$ cat src/rtl/phy_ovr_pkg.sv
package phy_ovr_pkg;
  localparam logic [15:0] TX_STAT_A = 16'h2001;
  localparam logic [15:0] RX_STAT_A = 16'h2002;
  localparam logic [15:0] TX_OVR_A  = 16'h2004;
  localparam logic [15:0] RX_OVR_A  = 16'h2005;
  localparam int HALF_BIT  = 0;
  localparam int DPLL_LSB  = 8;
  localparam int ATT_LSB   = 10;
  localparam int DPLL_RST  = 11;
  localparam int RX_OVR_EN = 14;
  localparam int TX_OVR_EN = 15;

  typedef enum logic [3:0] {
    E_IDLE, E_POLL, E_RX_RD, E_RX_WR, E_SETTLE,
    E_TX_RD, E_TX_WR, E_DIS_RD, E_DIS_WR, E_FIN
  } eng_state_t;

  typedef enum logic [2:0] {
    R_IDLE, R_DIS_GO, R_DIS_WT, R_HR, R_OVR_GO, R_OVR_WT, R_EVAL, R_FIN
  } rty_state_t;

  function automatic logic [15:0] lane_addr(logic [15:0] base,
                                            logic [15:0] lane16,
                                            logic [15:0] stride);
    return base + lane16 * stride;
  endfunction

  // Value written to RX override at a given step of the ordered sequence
  function automatic logic [15:0] rx_word(logic [15:0] tmp, logic [2:0] step,
                                          logic [2:0] mode);
    logic [15:0] w;
    w = tmp;
    w[RX_OVR_EN] = (step >= 3'd1);
    if (step >= 3'd2) w[DPLL_LSB+2:DPLL_LSB] = mode;
    if (step == 3'd3) w[DPLL_RST] = 1'b1;
    if (step == 3'd4) w[DPLL_RST] = 1'b0;
    return w;
  endfunction

  function automatic logic [15:0] tx_word(logic [15:0] tmp, logic [2:0] step,
                                          logic [2:0] att);
    logic [15:0] w;
    w = tmp;
    w[TX_OVR_EN] = (step >= 3'd1);
    if (step >= 3'd2) w[ATT_LSB+2:ATT_LSB] = w[ATT_LSB+2:ATT_LSB] | att;
    return w;
  endfunction
endpackage

$ cat src/rtl/phy_ovr_engine.sv
module phy_ovr_engine
  import phy_ovr_pkg::*;
#(
  parameter int          LANE_W      = 2,
  parameter logic [15:0] LANE_STRIDE = 16'h0100,
  parameter int          POLL_MAX    = 1000,
  parameter int          SETTLE_CYC  = 1500000,
  parameter logic [2:0]  DPLL_MODE   = 3'd3
) (
  input  logic              clk,
  input  logic              rst_n,
  input  logic              go_ovr,
  input  logic              go_dis,
  input  logic [LANE_W-1:0] lane,
  input  logic              lane_mapped,
  input  logic [3:0]        atten,
  output logic              reg_req,
  output logic              reg_we,
  output logic [15:0]       reg_addr,
  output logic [15:0]       reg_wdata,
  input  logic              reg_ack,
  input  logic [15:0]       reg_rdata,
  output logic              busy,
  output logic              done
);
  localparam int CNT_W = $clog2(SETTLE_CYC + POLL_MAX + 2);

  eng_state_t        state;
  logic [2:0]        step;
  logic [CNT_W-1:0]  cnt;
  logic [15:0]       tmp;
  logic [LANE_W-1:0] lane_q;
  logic [3:0]        att_q;
  logic              mapped_q;

  wire xfer     = reg_req & reg_ack;
  wire settling = (state == E_SETTLE);
  wire polling  = (state == E_POLL);
  wire [15:0] lane16 = 16'(lane_q);

  always_ff @(posedge clk) begin
    if (!rst_n) begin
      state <= E_IDLE; step <= '0; cnt <= '0; tmp <= '0;
      lane_q <= '0; att_q <= '0; mapped_q <= 1'b0;
    end else begin
      case (state)
        E_IDLE: if (go_ovr || go_dis) begin
          lane_q <= lane; att_q <= atten; mapped_q <= lane_mapped; cnt <= '0;
          if (!lane_mapped) state <= E_FIN;
          else state <= go_ovr ? E_POLL : E_DIS_RD;
        end
        E_POLL: if (xfer) begin
          if (reg_rdata[HALF_BIT] && cnt < CNT_W'(POLL_MAX - 1)) cnt <= cnt + 1'b1;
          else state <= E_RX_RD;
        end
        E_RX_RD: if (xfer) begin tmp <= reg_rdata; step <= '0; state <= E_RX_WR; end
        E_RX_WR: if (xfer) begin
          if (step == 3'd4) begin state <= E_SETTLE; cnt <= '0; end
          else step <= step + 1'b1;
        end
        E_SETTLE: begin
          if (cnt == CNT_W'(SETTLE_CYC - 1)) state <= att_q[3] ? E_FIN : E_TX_RD;
          else cnt <= cnt + 1'b1;
        end
        E_TX_RD: if (xfer) begin tmp <= reg_rdata; step <= '0; state <= E_TX_WR; end
        E_TX_WR: if (xfer) begin
          if (step == 3'd2) state <= E_FIN;
          else step <= step + 1'b1;
        end
        E_DIS_RD: if (xfer) begin tmp <= reg_rdata; state <= E_DIS_WR; end
        E_DIS_WR: if (xfer) state <= E_FIN;
        default:  state <= E_IDLE;
      endcase
    end
  end

  always_comb begin
    reg_req   = 1'b1;
    reg_we    = 1'b0;
    reg_addr  = lane_addr(RX_STAT_A, lane16, LANE_STRIDE);
    reg_wdata = '0;
    case (state)
      E_POLL, E_RX_RD, E_DIS_RD: ;
      E_RX_WR: begin
        reg_we = 1'b1; reg_addr = lane_addr(RX_OVR_A, lane16, LANE_STRIDE);
        reg_wdata = rx_word(tmp, step, DPLL_MODE);
      end
      E_DIS_WR: begin
        reg_we = 1'b1; reg_addr = lane_addr(RX_OVR_A, lane16, LANE_STRIDE);
        reg_wdata = rx_word(tmp, 3'd0, DPLL_MODE);
      end
      E_TX_RD: reg_addr = lane_addr(TX_STAT_A, lane16, LANE_STRIDE);
      E_TX_WR: begin
        reg_we = 1'b1; reg_addr = lane_addr(TX_OVR_A, lane16, LANE_STRIDE);
        reg_wdata = tx_word(tmp, step, att_q[2:0]);
      end
      default: begin reg_req = 1'b0; reg_addr = '0; end
    endcase
  end

  assign busy = (state != E_IDLE);
  assign done = (state == E_FIN);

  p_hold_r2: assert property (@(posedge clk) disable iff (!rst_n)
    reg_req && !reg_ack |=> reg_req && $stable(reg_addr) && $stable(reg_we) && $stable(reg_wdata));
  p_poll_bound_r3: assert property (@(posedge clk) disable iff (!rst_n)
    polling |-> cnt < CNT_W'(POLL_MAX));
  p_quiet_settle_r5: assert property (@(posedge clk) disable iff (!rst_n)
    settling |-> !reg_req);
  p_unmapped_quiet_r9: assert property (@(posedge clk) disable iff (!rst_n)
    busy && !mapped_q |-> !reg_req);
endmodule

$ cat src/rtl/phy_retry_ctl.sv
module phy_retry_ctl
  import phy_ovr_pkg::*;
#(
  parameter int RETRY_MAX = 100
) (
  input  logic       clk,
  input  logic       rst_n,
  input  logic       go,
  input  logic       eng_done,
  input  logic [1:0] link_det,
  input  logic       link_online,
  input  logic       hr_done,
  output logic       go_dis,
  output logic       go_ovr,
  output logic       hr_req,
  output logic       busy,
  output logic       fin
);
  localparam int ATT_W = $clog2(RETRY_MAX + 2);

  rty_state_t       state;
  logic [ATT_W-1:0] tries;

  wire no_device = (link_det == 2'b00);
  wire budget_out = (tries == ATT_W'(RETRY_MAX));

  always_ff @(posedge clk) begin
    if (!rst_n) begin
      state <= R_IDLE; tries <= '0;
    end else begin
      case (state)
        R_IDLE:   if (go) begin state <= R_DIS_GO; tries <= '0; end
        R_DIS_GO: state <= R_DIS_WT;
        R_DIS_WT: if (eng_done) state <= R_HR;
        R_HR:     if (hr_done) state <= R_OVR_GO;
        R_OVR_GO: state <= R_OVR_WT;
        R_OVR_WT: if (eng_done) state <= R_EVAL;
        R_EVAL: begin
          if (no_device || link_online || budget_out) state <= R_FIN;
          else begin tries <= tries + 1'b1; state <= R_DIS_GO; end
        end
        default: state <= R_IDLE;
      endcase
    end
  end

  assign go_dis = (state == R_DIS_GO);
  assign go_ovr = (state == R_OVR_GO);
  assign hr_req = (state == R_HR);
  assign busy   = (state != R_IDLE);
  assign fin    = (state == R_FIN);

  p_retry_bound_r10: assert property (@(posedge clk) disable iff (!rst_n)
    tries <= ATT_W'(RETRY_MAX));
  p_hr_hold_r10: assert property (@(posedge clk) disable iff (!rst_n)
    hr_req && !hr_done |=> hr_req);
endmodule

$ cat src/rtl/phy_lane_seq.sv
module phy_lane_seq
  import phy_ovr_pkg::*;
#(
  parameter int          LANE_W      = 2,
  parameter logic [15:0] LANE_STRIDE = 16'h0100,
  parameter int          POLL_MAX    = 1000,
  parameter int          SETTLE_CYC  = 1500000,
  parameter int          RETRY_MAX   = 100,
  parameter logic [2:0]  DPLL_MODE   = 3'd3
) (
  input  logic              clk,
  input  logic              rst_n,
  input  logic              cmd_override,
  input  logic              cmd_disable,
  input  logic              cmd_hreset,
  input  logic [LANE_W-1:0] lane,
  input  logic              lane_mapped,
  input  logic [3:0]        atten,
  input  logic [1:0]        link_det,
  input  logic              link_online,
  input  logic              hr_done,
  output logic              hr_req,
  output logic              reg_req,
  output logic              reg_we,
  output logic [15:0]       reg_addr,
  output logic [15:0]       reg_wdata,
  input  logic              reg_ack,
  input  logic [15:0]       reg_rdata,
  output logic              busy,
  output logic              done
);
  logic eng_busy, eng_done, rc_busy, rc_fin, rc_dis, rc_ovr;

  wire idle    = !eng_busy && !rc_busy;
  wire ext_hr  = idle && cmd_hreset;
  wire ext_ovr = idle && !cmd_hreset && cmd_override;
  wire ext_dis = idle && !cmd_hreset && !cmd_override && cmd_disable;

  phy_ovr_engine #(
    .LANE_W(LANE_W), .LANE_STRIDE(LANE_STRIDE), .POLL_MAX(POLL_MAX),
    .SETTLE_CYC(SETTLE_CYC), .DPLL_MODE(DPLL_MODE)
  ) u_eng (
    .clk(clk), .rst_n(rst_n),
    .go_ovr(rc_ovr | ext_ovr), .go_dis(rc_dis | ext_dis),
    .lane(lane), .lane_mapped(lane_mapped), .atten(atten),
    .reg_req(reg_req), .reg_we(reg_we), .reg_addr(reg_addr), .reg_wdata(reg_wdata),
    .reg_ack(reg_ack), .reg_rdata(reg_rdata),
    .busy(eng_busy), .done(eng_done)
  );

  phy_retry_ctl #(.RETRY_MAX(RETRY_MAX)) u_rty (
    .clk(clk), .rst_n(rst_n), .go(ext_hr), .eng_done(eng_done),
    .link_det(link_det), .link_online(link_online), .hr_done(hr_done),
    .go_dis(rc_dis), .go_ovr(rc_ovr), .hr_req(hr_req),
    .busy(rc_busy), .fin(rc_fin)
  );

  assign busy = eng_busy | rc_busy;
  assign done = rc_fin | (eng_done & !rc_busy);

  p_done_pulse_r11: assert property (@(posedge clk) disable iff (!rst_n)
    done |=> !done);
  p_hr_only_loop_r10: assert property (@(posedge clk) disable iff (!rst_n)
    hr_req |-> !eng_busy);
endmodule

$ cat config.mk
export PLATFORM = sky130hd
export DESIGN_NAME = phy_lane_seq
export DESIGN_NICKNAME = d
export VERILOG_FILES = /design/src/rtl/phy_ovr_pkg.sv /design/src/rtl/phy_ovr_engine.sv /design/src/rtl/phy_retry_ctl.sv /design/src/rtl/phy_lane_seq.sv
export SDC_FILE = /design/constraint.sdc
export NUM_CORES = 1
export LEC_CHECK = 0
export BUFFER_PORTS_ARGS = -buffer_cell sky130_fd_sc_hd__buf_2
export CORE_ASPECT_RATIO = 0.75
export CORE_MARGIN = 5
export CORE_UTILIZATION = 59
export DETAILED_ROUTE_END_ITERATION = 10
export PLACE_DENSITY = 0.9
export SKIP_LAST_GASP = 1
export SYNTH_ARGS = -nofsm -noshare
export SYNTH_HDL_FRONTEND = slang
export SYNTH_SLANG_ARGS = --single-unit
$ cat constraint.sdc
create_clock -name clk -period 4.55 [get_ports clk]
set_input_delay 0.455 -clock clk [delete_from_list [all_inputs] [get_ports clk]]
set_output_delay 0.455 -clock clk [all_outputs]
set_load 0.1 [all_outputs]
==> summary.md, run 1 <==
| Metric | Value |
|---|---|
| Initial core utilization | `60.0%` |
| Total CTS buffers | `9` |
| Die span in x | `98.4 um` |
| Post-detailed-route count of antenna-violating nets | `0` |
| # fillers | `475` |
| Outcome | `finished, final reports clean` |
| Post-DR wirelength/cell | `15.3 um` |
| Post-synth cell types | `55` |
| Worst-margin pin slew | `1180 ps` |
| Leakage | `1.63 nW` |
| Top_reg_cell synth | `dfxtp_1` |
| Async S/R FF share, synth | `0%` |
| Area growth syn-to-layout | `14.7%` |
| Fmax | `318 MHz` |
| Global route overflow | `0` |
| Power per Cell Area | `652 mW/mm^2` |
| CTS Root Cell | `clkbuf_8` |
| Vias in the first global route | `3166` |
| Most area-consuming cells after synthesis | `dfxtp_1 35%, mux2i_1 7.5%, a21oi_1 5.5%, nor2_1 5.3%, o21ai_0 4.2%` |
| Synth warn | `0` |
| Core Area | `0.00577 mm^2` |
| Sequential cell area | `0.00120 mm^2` |
| GRT Overall Usage | `23.6%` |
| Setup TNS Final | `0 ps` |
| Leading area contributor after synthesis | `dfxtp_1` |
| Synth top area share | `34.7%` |
| Dpl cells | `552` |
| N_diodes | `0` |
| CP max stage delay | `640 ps` |
| Worst EP required | `4090 ps` |
| Post-DP HPWL | `6180 um` |
| CP Class | `reg2out` |
| Drc violations | `0` |
| Maxcap violations | `0` |
| Clock skew | `6.92 ps` |
| Post-DR vias/cell | `5.95` |
| Largest net degree at the start of global routing | `36` |
| Setup violators final | `0` |
| Global-route wire length before repair | `14700 um` |
| CTS H-tree depth | `3` |
| Worst setup EP type | `output pin` |
| Cell Area, Synth | `0.00346 mm^2` |
| DP Area | `0.00373 mm^2` |
| Hold Crit Class | `in2reg` |
| Via count | `3378` |
| Clock Sinks | `60` |
| Final Cell Area | `0.00397 mm^2` |
| Die Y-Extent | `76.3 um` |
| Row cnt | `24` |
| Worst rel slew slack | `21.6%` |
| Number of setup buffers added after CTS | `0` |
| Final period util | `69.1%` |
| Startpoint Class | `flip-flop` |
| Peak supply drop | `0.461 mV` |
| Flops & latches, synth | `60` |
| Syn Area/Cell | `7.96 um^2` |
| Hold_buf cts | `0` |
| Sequential fraction of the synthesis area | `34.7%` |
| Share of post-route cells with drive strength above 1 | `17.3%` |
| # nets final | `526` |
| Crit path DAT | `2690 ps` |
| Longest Clk Path Bufs | `2` |
| TritonCTS clock tree | `built` |
| Final hold vios | `0` |
| # IOs | `70` |
| Die area | `0.00751 mm^2` |
| Critical Path Slowest Stage Cell | `dfxtp_1` |
| Final cell count without fillers | `568` |
| Most frequent cells in the layout | `60 x dfxtp_1, 59 x buf_2, 49 x nor2_1` |
| Initial antenna violation count | `0` |
| CP Max Fanout | `16` |
| Multi-input gate area | `0.00208 mm^2` |
| Worst path cell trace | `nor2b_1 > nand2_1 > nor2_1 > a21oi_1 > a21o_1 > o21ai_0 > buf_2` |
| Placer Congestion | `0.919` |
| Worst-path clk slew | `70 ps` |
| Slew Limit Fails | `0` |
| CTS resizes | `0` |
| Minimum clock period | `3150 ps` |
| DR iter-0 viols | `273` |
| First-pass DRT Iterations | `7` |
| Port Buffers | `59` |
| Routed Wire Length | `8700 um` |
| Most common cell after layout, fill and taps aside | `dfxtp_1` |
| Post-synth EDFFs | `0` |
| Skew-Pair Late Insertion Delay | `350 ps` |
| Mapped Cells | `435` |
| RSZ-0062 raised after global routing | `false` |
[critical path, delay by kind of cell (launching register included)]
kind | cells | cell delay, ps
DFF | 1 | 640
buffers and inverters | 1 | 470
AOI/OAI and AO/OA | 3 | 330
and+or+nand+nor | 3 | 900
[path summary, 6_finish.rpt]
kind / end / slack (ps) / startpoint / depth (start not counted)
max: reg_wdata[11] / 1400 / u_eng.state[2] / 7
max reg2reg: u_eng.cnt[20] / 1610 / u_eng.state[3] / 6
min: u_eng.tmp[15] / 340 / reg_rdata[15] / 3
min reg2reg: u_eng.lane_q[0] / 490 / u_eng.lane_q[0] / 2
[sequential cells by signal (all words and copies together), names as in the netlist]
signal and cells:
u_eng.cnt 21, u_eng.tmp 16, u_eng.state 4, u_rty.tries 7, u_eng.lane_q 2, u_rty.state 3
u_eng.step 3, u_eng.att_q 4
[report_power, final]
group	total, mW	switching, mW	leakage [nW]	internal [mW]
registers	0.700	0.106	0.486	0.594
logic	1.33	0.994	1.03	0.333
clock network	0.560	0.221	0.112	0.339
[through the flow]
| stage | utilization (%) | hold WS, ps | setup slack (ps) | total power [mW] |
|---|---|---|---|---|
| floorplan | - | 452 | 933 | 1.82 |
| global placement | 64.8 | 465 | 1840 | 1.99 |
| detailed placement | 64.8 | 479 | 1680 | 2.02 |
| CTS | 68.9 | 326 | 1410 | 2.58 |
| global route | 68.9 | 339 | 1200 | 2.73 |
| finish | 68.9 | 338 | 1400 | 2.59 |
[synth_stat cells (7+ instances only)]
cell type	count
nor2_1	49
or4_1	7
and2_1	16
ha_1	8
xor2_1	7
dfxtp_1	60
mux2i_1	26
nand2_1	35
and3_1	7
nand3_1	17
buf_4	10
or3_1	15
o21ai_0	29
clkbuf_1	15
inv_1	16
nand4_1	10
a21oi_1	38
[per-layer routing]
metal	vias up	track usage, %	wire (um)
met5	-	0	0
met4	0	6.14	87
met3	10	7.69	729
met2	146	37.0	4000
met1	1584	31.4	3880
li1	1638	-	-
[kinds of logic after synthesis]
logic type               count (synthesis)  share of synthesized area [%]
AND/OR/NAND/NOR                        181                           27.4
AO/OA/AOI/OAI                          106                           19.1
flip-flops                              60                           34.7
buffers and inverters                   45                           6.25
multiplexers                            26                           7.52
adder cells (fa/ha/maj)                  8                           2.89
XOR/XNOR                                 8                           2.02
other                                    1                          0.108
[cell type report]
type,count,share of cell area (%)
tap,78,2.46
clock inverter,5,2.11
multi-input combinational,339,52.4
clock buffer,11,3.81
sequential,60,30.3
inverter,16,1.51
timing repair buffer,59,7.44
Note: power is estimated with default switching activity, not from simulation.
==> run 2, diff against run 1 <==
--- a/config.mk
+++ b/config.mk
@@ -8,9 +8,9 @@
 export BUFFER_PORTS_ARGS = -buffer_cell sky130_fd_sc_hd__buf_2
 export CORE_ASPECT_RATIO = 0.75
 export CORE_MARGIN = 5
-export CORE_UTILIZATION = 59
+export CORE_UTILIZATION = 55
 export DETAILED_ROUTE_END_ITERATION = 10
-export PLACE_DENSITY = 0.9
+export PLACE_DENSITY = 0.85
 export SKIP_LAST_GASP = 1
 export SYNTH_ARGS = -nofsm -noshare
 export SYNTH_HDL_FRONTEND = slang
==> constraint.sdc (replaced) <==
create_clock -name clk -period 3.1 [get_ports clk]
set_input_delay 0.31 -clock clk [delete_from_list [all_inputs] [get_ports clk]]
set_output_delay 0.31 -clock clk [all_outputs]
set_load 0.1 [all_outputs]
==> run 2 against run 1 <==
Final area is 1.7% higher. Highest routed layer unchanged. Critical path type unchanged. Critical path depth decreased by 1. Setup slack got worse by 1200 ps. Routed wire length increased by 3.3%. Via count is 1.8% higher. Sequential share of layout area down 0.52 points.
==> summary.md, run 2 (synthesized netlist as in run 1, its figures left out) <==
| Metric | Value |
|---|---|
| Seq pwr share | `24.8%` |
| Sw Share | `50.7%` |
| Power per Cell Area | `966 mW/mm^2` |
| Die area | `0.00800 mm^2` |
| Fmax | `347 MHz` |
| Outcome | `finished, final reports clean` |
| Slew Limit Fails | `0` |
| Final hold vios | `0` |
| RSZ-0062 raised after global routing | `false` |
| Setup violators final | `0` |
| Leakage | `1.67 nW` |
| Vias in the first global route | `3199` |
| Critical Path Slowest Stage Cell | `nand3_1` |
| Critical Path Sink | `reg_wdata[2]` |
| Area growth syn-to-layout | `16.7%` |
| FF-to-FF End | `u_eng.cnt[7]` |
| Post-DP HPWL | `6380 um` |
| Worst setup path startpoint | `u_eng.state[3]` |
| Longest Clk Path Bufs | `2` |
| Die span in x | `102 um` |
| Port Buffers | `59` |
| Largest register FFs | `21` |
| Worst path cell trace | `buf_4 > nor2b_1 > nand2_1 > nand3_1 > and2_1 > buf_2` |
| Clk pwr share | `21.2%` |
| First-pass DRT Iterations | `5` |
| # fillers | `525` |
| Post-detailed-route count of antenna-violating nets | `0` |
| # IOs | `70` |
| Dpl cells | `564` |
| Initial core utilization | `55.9%` |
| Worst EP required | `2790 ps` |
| N_diodes | `0` |
| Final Cell Area | `0.00404 mm^2` |
| Top Registers | `u_eng.cnt x21, u_eng.tmp x16, u_rty.tries x7` |
| Startpoint Class | `flip-flop` |
| # nets final | `535` |
| Drc violations | `0` |
| Global-route wire length before repair | `15000 um` |
| Most common cell after layout, fill and taps aside | `dfxtp_1` |
| Largest net degree at the start of global routing | `36` |
| Skew-Pair Late Insertion Delay | `360 ps` |
| Worst rel slew slack | `35.9%` |
| Worst-margin pin slew | `953 ps` |
| Placer Congestion | `0.886` |
| P_sw | `1.98 mW` |
| CTS H-tree depth | `3` |
| FF-to-FF path depth | `6` |
| Worst R2R Start | `u_eng.state[2]` |
| Post-layout power | `3.90 mW` |
| Biggest register | `u_eng.cnt` |
| Clock skew | `11.5 ps` |
| CTS resizes | `0` |
| Worst-path clk slew | `70 ps` |
| Peak supply drop | `0.915 mV` |
| Routed Wire Length | `9000 um` |
| CTS Root Cell | `clkbuf_8` |
| Via count | `3438` |
| Hold Crit Class | `in2reg` |
| CP max stage delay | `430 ps` |
| Initial antenna violation count | `0` |
| Number of setup buffers added after CTS | `0` |
| Combinational fraction of design power | `54.0%` |
| Share of post-route cells with drive strength above 1 | `18.6%` |
| TritonCTS clock tree | `built` |
| CP Max Fanout | `12` |
| GRT Overall Usage | `23.3%` |
| Total CTS buffers | `9` |
| Row cnt | `25` |
| Maxcap violations | `0` |
| Die Y-Extent | `78.7 um` |
| Post-DR vias/cell | `5.93` |
| Sequential cell area | `0.00120 mm^2` |
| Worst hold slack | `188 ps` |
| DR iter-0 viols | `275` |
| Clock Sinks | `60` |
| Multi-input gate area | `0.00209 mm^2` |
| Internal power | `1.92 mW` |
| Hold_buf cts | `0` |
| Crit path DAT | `2570 ps` |
| Post-DR wirelength/cell | `15.5 um` |
| CP Class | `reg2out` |
| Final cell count without fillers | `580` |
| DP Area | `0.00381 mm^2` |
| Core Area | `0.00619 mm^2` |
| Worst R2R Setup Slack | `490 ps` |
| Setup TNS Final | `0 ps` |
| Minimum clock period | `2880 ps` |
| Most frequent cells in the layout | `60 x dfxtp_1, 59 x buf_2, 49 x nor2_1` |
| Global route overflow | `0` |
| Worst setup EP type | `output pin` |
| Final period util | `93.0%` |
run 2: cell types whose count changed in the layout (fill, tap and decap cells not counted):
| cell | before | now |
|---|---|---|
| buf_4 | 0 | 9 |
| clkbuf_1 | 0 | 2 |
| clkinvlp_4 | 2 | 0 |
| o21ai_0 | 29 | 26 |
| o21ai_1 | 0 | 3 |
| o31ai_1 | 4 | 3 |
| o31ai_2 | 0 | 1 |
run 2: how the worst min path moves through the flow:
| stage | cells after the start | slack [ps] | end | startpoint |
|---|---|---|---|---|
| final | 3 | 190 | u_eng.tmp[4] | reg_rdata[4] |
| after global routing | 3 | 190 | u_eng.tmp[5] | reg_rdata[5] |
| after CTS | 3 | 190 | u_eng.lane_q[1] | lane[1] |
| after detailed placement | 2 | 480 | u_eng.tmp[1] | u_eng.tmp[1] |
| after global placement | 2 | 460 | u_eng.tmp[4] | u_eng.tmp[4] |
| after floorplan | 1 | 430 | u_eng.state[3] | reg_ack |
run 2: critical path: cells and delay by family, from the launching register on:
family                 cells  cell delay (ps)
buffers and inverters      2              610
DFF                        1              330
and+or+nand+nor            4             1260
run 2: power groups by stage:
stage | sequential (mW) | combinational [mW] | clock [mW]
6_report | 0.969 | 2.11 | 0.828
5_1_grt | 0.984 | 2.24 | 0.877
4_1_cts | 0.966 | 2.08 | 0.837
3_5_place_dp | 0.981 | 2.06 | 0
3_3_place_gp | 0.975 | 2.03 | 0
2_1_floorplan | 0.951 | 1.73 | 0
run 2: per-layer routing:
layer	global-route usage, %	share of wire, %	up-vias
met3	9.04	9.7	14
met5	0	0	-
li1	-	-	1659
met2	36.9	44	167
met1	30.0	45	1598
met4	5.58	1.2	0
run 2: layout make-up:
| type | count | share of cell area [%] |
|---|---|---|
| Clock buffer | 13 | 3.93 |
| Sequential cell | 60 | 29.7 |
| Multi-Input combinational cell | 339 | 51.6 |
| Tap cell | 81 | 2.51 |
| Clock inverter | 3 | 1.70 |
| Inverter | 16 | 1.49 |
| Timing Repair Buffer | 68 | 8.98 |
run 2: stage by stage:
step	setup WS, ps	utilization [%]
detailed placement	519	61.5
global route	66.3	65.2
CTS	250	65.2
global placement	622	61.5
finish	217	65.2
floorplan	49.1	-
==> run 3, diff against run 2 <==
==> constraint.sdc (replaced) <==
create_clock -name clk -period 3.1 [get_ports clk]
set_input_delay 0.465 -clock clk [delete_from_list [all_inputs] [get_ports clk]]
set_output_delay 0.465 -clock clk [all_outputs]
set_load 0.1 [all_outputs]
==> run 3 against run 2 <==
Critical path depth stayed put. Maximum frequency is 0.60% lower. Register-to-register slack worse by 200 ps. Routed wire length is 2.5% lower. Setup slack worse by 17 ps. Highest routed layer unchanged. Critical path type unchanged. Final area is 0.56% lower.
==> summary.md, run 3 (synthesized netlist as in run 1, its figures left out) <==
| Metric | Value |
|---|---|
| Most frequent cells in the layout | `60 x dfxtp_1, 58 x buf_2, 49 x nor2_1` |
| Initial antenna violation count | `0` |
| Post-DR wirelength/cell | `15.1 um` |
| Setup WS pre-CTS | `402 ps` |
| First-pass DRT Iterations | `5` |
| Final hold vios | `0` |
| CP Max Fanout | `9` |
| Final core utilization | `64.8%` |
| Drc violations | `0` |
| Leakage | `1.66 nW` |
| DR iter-0 viols | `272` |
| CTS Root Cell | `clkbuf_8` |
| Worst setup EP type | `output pin` |
| Met2 wire len | `3840 um` |
| Vias in the first global route | `3220` |
| Crit path max-delay family | `simple AND/OR/NAND/NOR gates` |
| Hold Crit Class | `in2reg` |
| CP Depth | `6` |
| Initial core utilization | `55.9%` |
| N_diodes | `0` |
| Startpoint Class | `flip-flop` |
| Sequential cell area | `0.00120 mm^2` |
| CTS H-tree depth | `3` |
| Critical Path Slowest Stage Cell | `dfxtp_1` |
| Via count | `3387` |
| Area growth syn-to-layout | `16.1%` |
| Largest register FFs | `21` |
| Clock Sinks | `60` |
| Most common cell after layout, fill and taps aside | `dfxtp_1` |
| Clock skew | `12.1 ps` |
| Routed Wire Length | `8770 um` |
| Setup violators final | `0` |
| CP max stage delay | `490 ps` |
| CP Class | `reg2out` |
| Peak supply drop | `0.708 mV` |
| Max Used Layer | `met4` |
| Post-DR vias/cell | `5.84` |
| Crit path DAT | `2440 ps` |
| Die span in x | `102 um` |
| Largest net degree at the start of global routing | `36` |
| Wl on met1 | `3940 um` |
| Hold_buf cts | `0` |
| Final period util | `93.5%` |
| CTS resizes | `0` |
| # nets final | `535` |
| Biggest register | `u_eng.cnt` |
| Final Worst Setup Slack | `200 ps` |
| Worst-path clk slew | `80 ps` |
| Maxcap violations | `0` |
| Core Area | `0.00619 mm^2` |
| Fmax | `345 MHz` |
| Number of setup buffers added after CTS | `0` |
| RSZ-0062 raised after global routing | `false` |
| Share of post-route cells with drive strength above 1 | `21.2%` |
| DP Area | `0.00383 mm^2` |
| Top Registers | `u_eng.cnt x21, u_eng.tmp x16, u_rty.tries x7` |
| Slew Limit Fails | `0` |
| Global-route wire length before repair | `14600 um` |
| Met3 WL post-DR | `845 um` |
| Worst path cell trace | `nor2b_1 > nand2_1 > nor2_1 > a21oi_1 > a31oi_2 > buf_2` |
| Die area | `0.00800 mm^2` |
| Power per Cell Area | `925 mW/mm^2` |
| Worst-margin pin slew | `915 ps` |
| Worst EP required | `2630 ps` |
| Post-detailed-route count of antenna-violating nets | `0` |
| # IOs | `70` |
| Global route overflow | `0` |
| Outcome | `finished, final reports clean` |
| Port Buffers | `59` |
| Worst Path Buf+Inv | `1` |
| Longest Clk Path Bufs | `2` |
| Row cnt | `25` |
| Total CTS buffers | `9` |
| Minimum clock period | `2900 ps` |
| Multi-input gate area | `0.00211 mm^2` |
| TritonCTS clock tree | `built` |
| Placer Congestion | `0.901` |
| Setup TNS Final | `0 ps` |
| FF-to-FF path depth | `6` |
| Worst hold stages | `3` |
| Final Cell Area | `0.00402 mm^2` |
| Die Y-Extent | `78.7 um` |
| # fillers | `546` |
| Post-layout power | `3.72 mW` |
| GRT Overall Usage | `22.7%` |
| Worst rel slew slack | `38.5%` |
| Post-DP HPWL | `6290 um` |
| Skew-Pair Late Insertion Delay | `350 ps` |
==> run 3: worst paths after layout <==
path	startpoint	endpoint	slack (ps)
hold reg to reg	u_eng.lane_q[0]	u_eng.lane_q[0]	490
setup reg to reg	u_eng.state[1]	u_eng.cnt[7]	290
setup / recovery	u_eng.state[2]	reg_wdata[12]	200
hold / removal	lane[0]	u_eng.lane_q[0]	340
==> run 3: worst min-delay path, delay by kind of cell <==
family                 cells  cell delay, ps
AND/OR/NAND/NOR            1              70
multiplexers               1              50
buffers and inverters      1              80
==> run 3: layout make-up <==
class,instances,area share (%)
multi-input cells,339,52.5
flip-flops and latches,60,29.9
repair buffers,68,9.10
clock buffers,9,3.08
well taps,81,2.52
inverters,16,1.50
clock inverters,7,1.40
==> run 3: metrics by stage <==
step	std cells	hold WS [ps]
after floorplan	444	451
after global placement	564	467
after detailed placement	564	474
after CTS	580	332
after global routing	580	332
final	580	339
==> run 3: routing by layer <==
metal	vias up	track usage (%)
met5	-	0
met3	13	8.43
met4	0	7.57
li1	1663	-
met1	1555	30.0
met2	156	34.1
==> run 3: report_power, final <==
group / internal, mW / switching, mW / total [mW]
clock: 0.299 / 0.359 / 0.658
combinational: 0.554 / 1.51 / 2.07
sequential: 0.872 / 0.117 / 0.989
total: 1.73 / 1.99 / 3.72
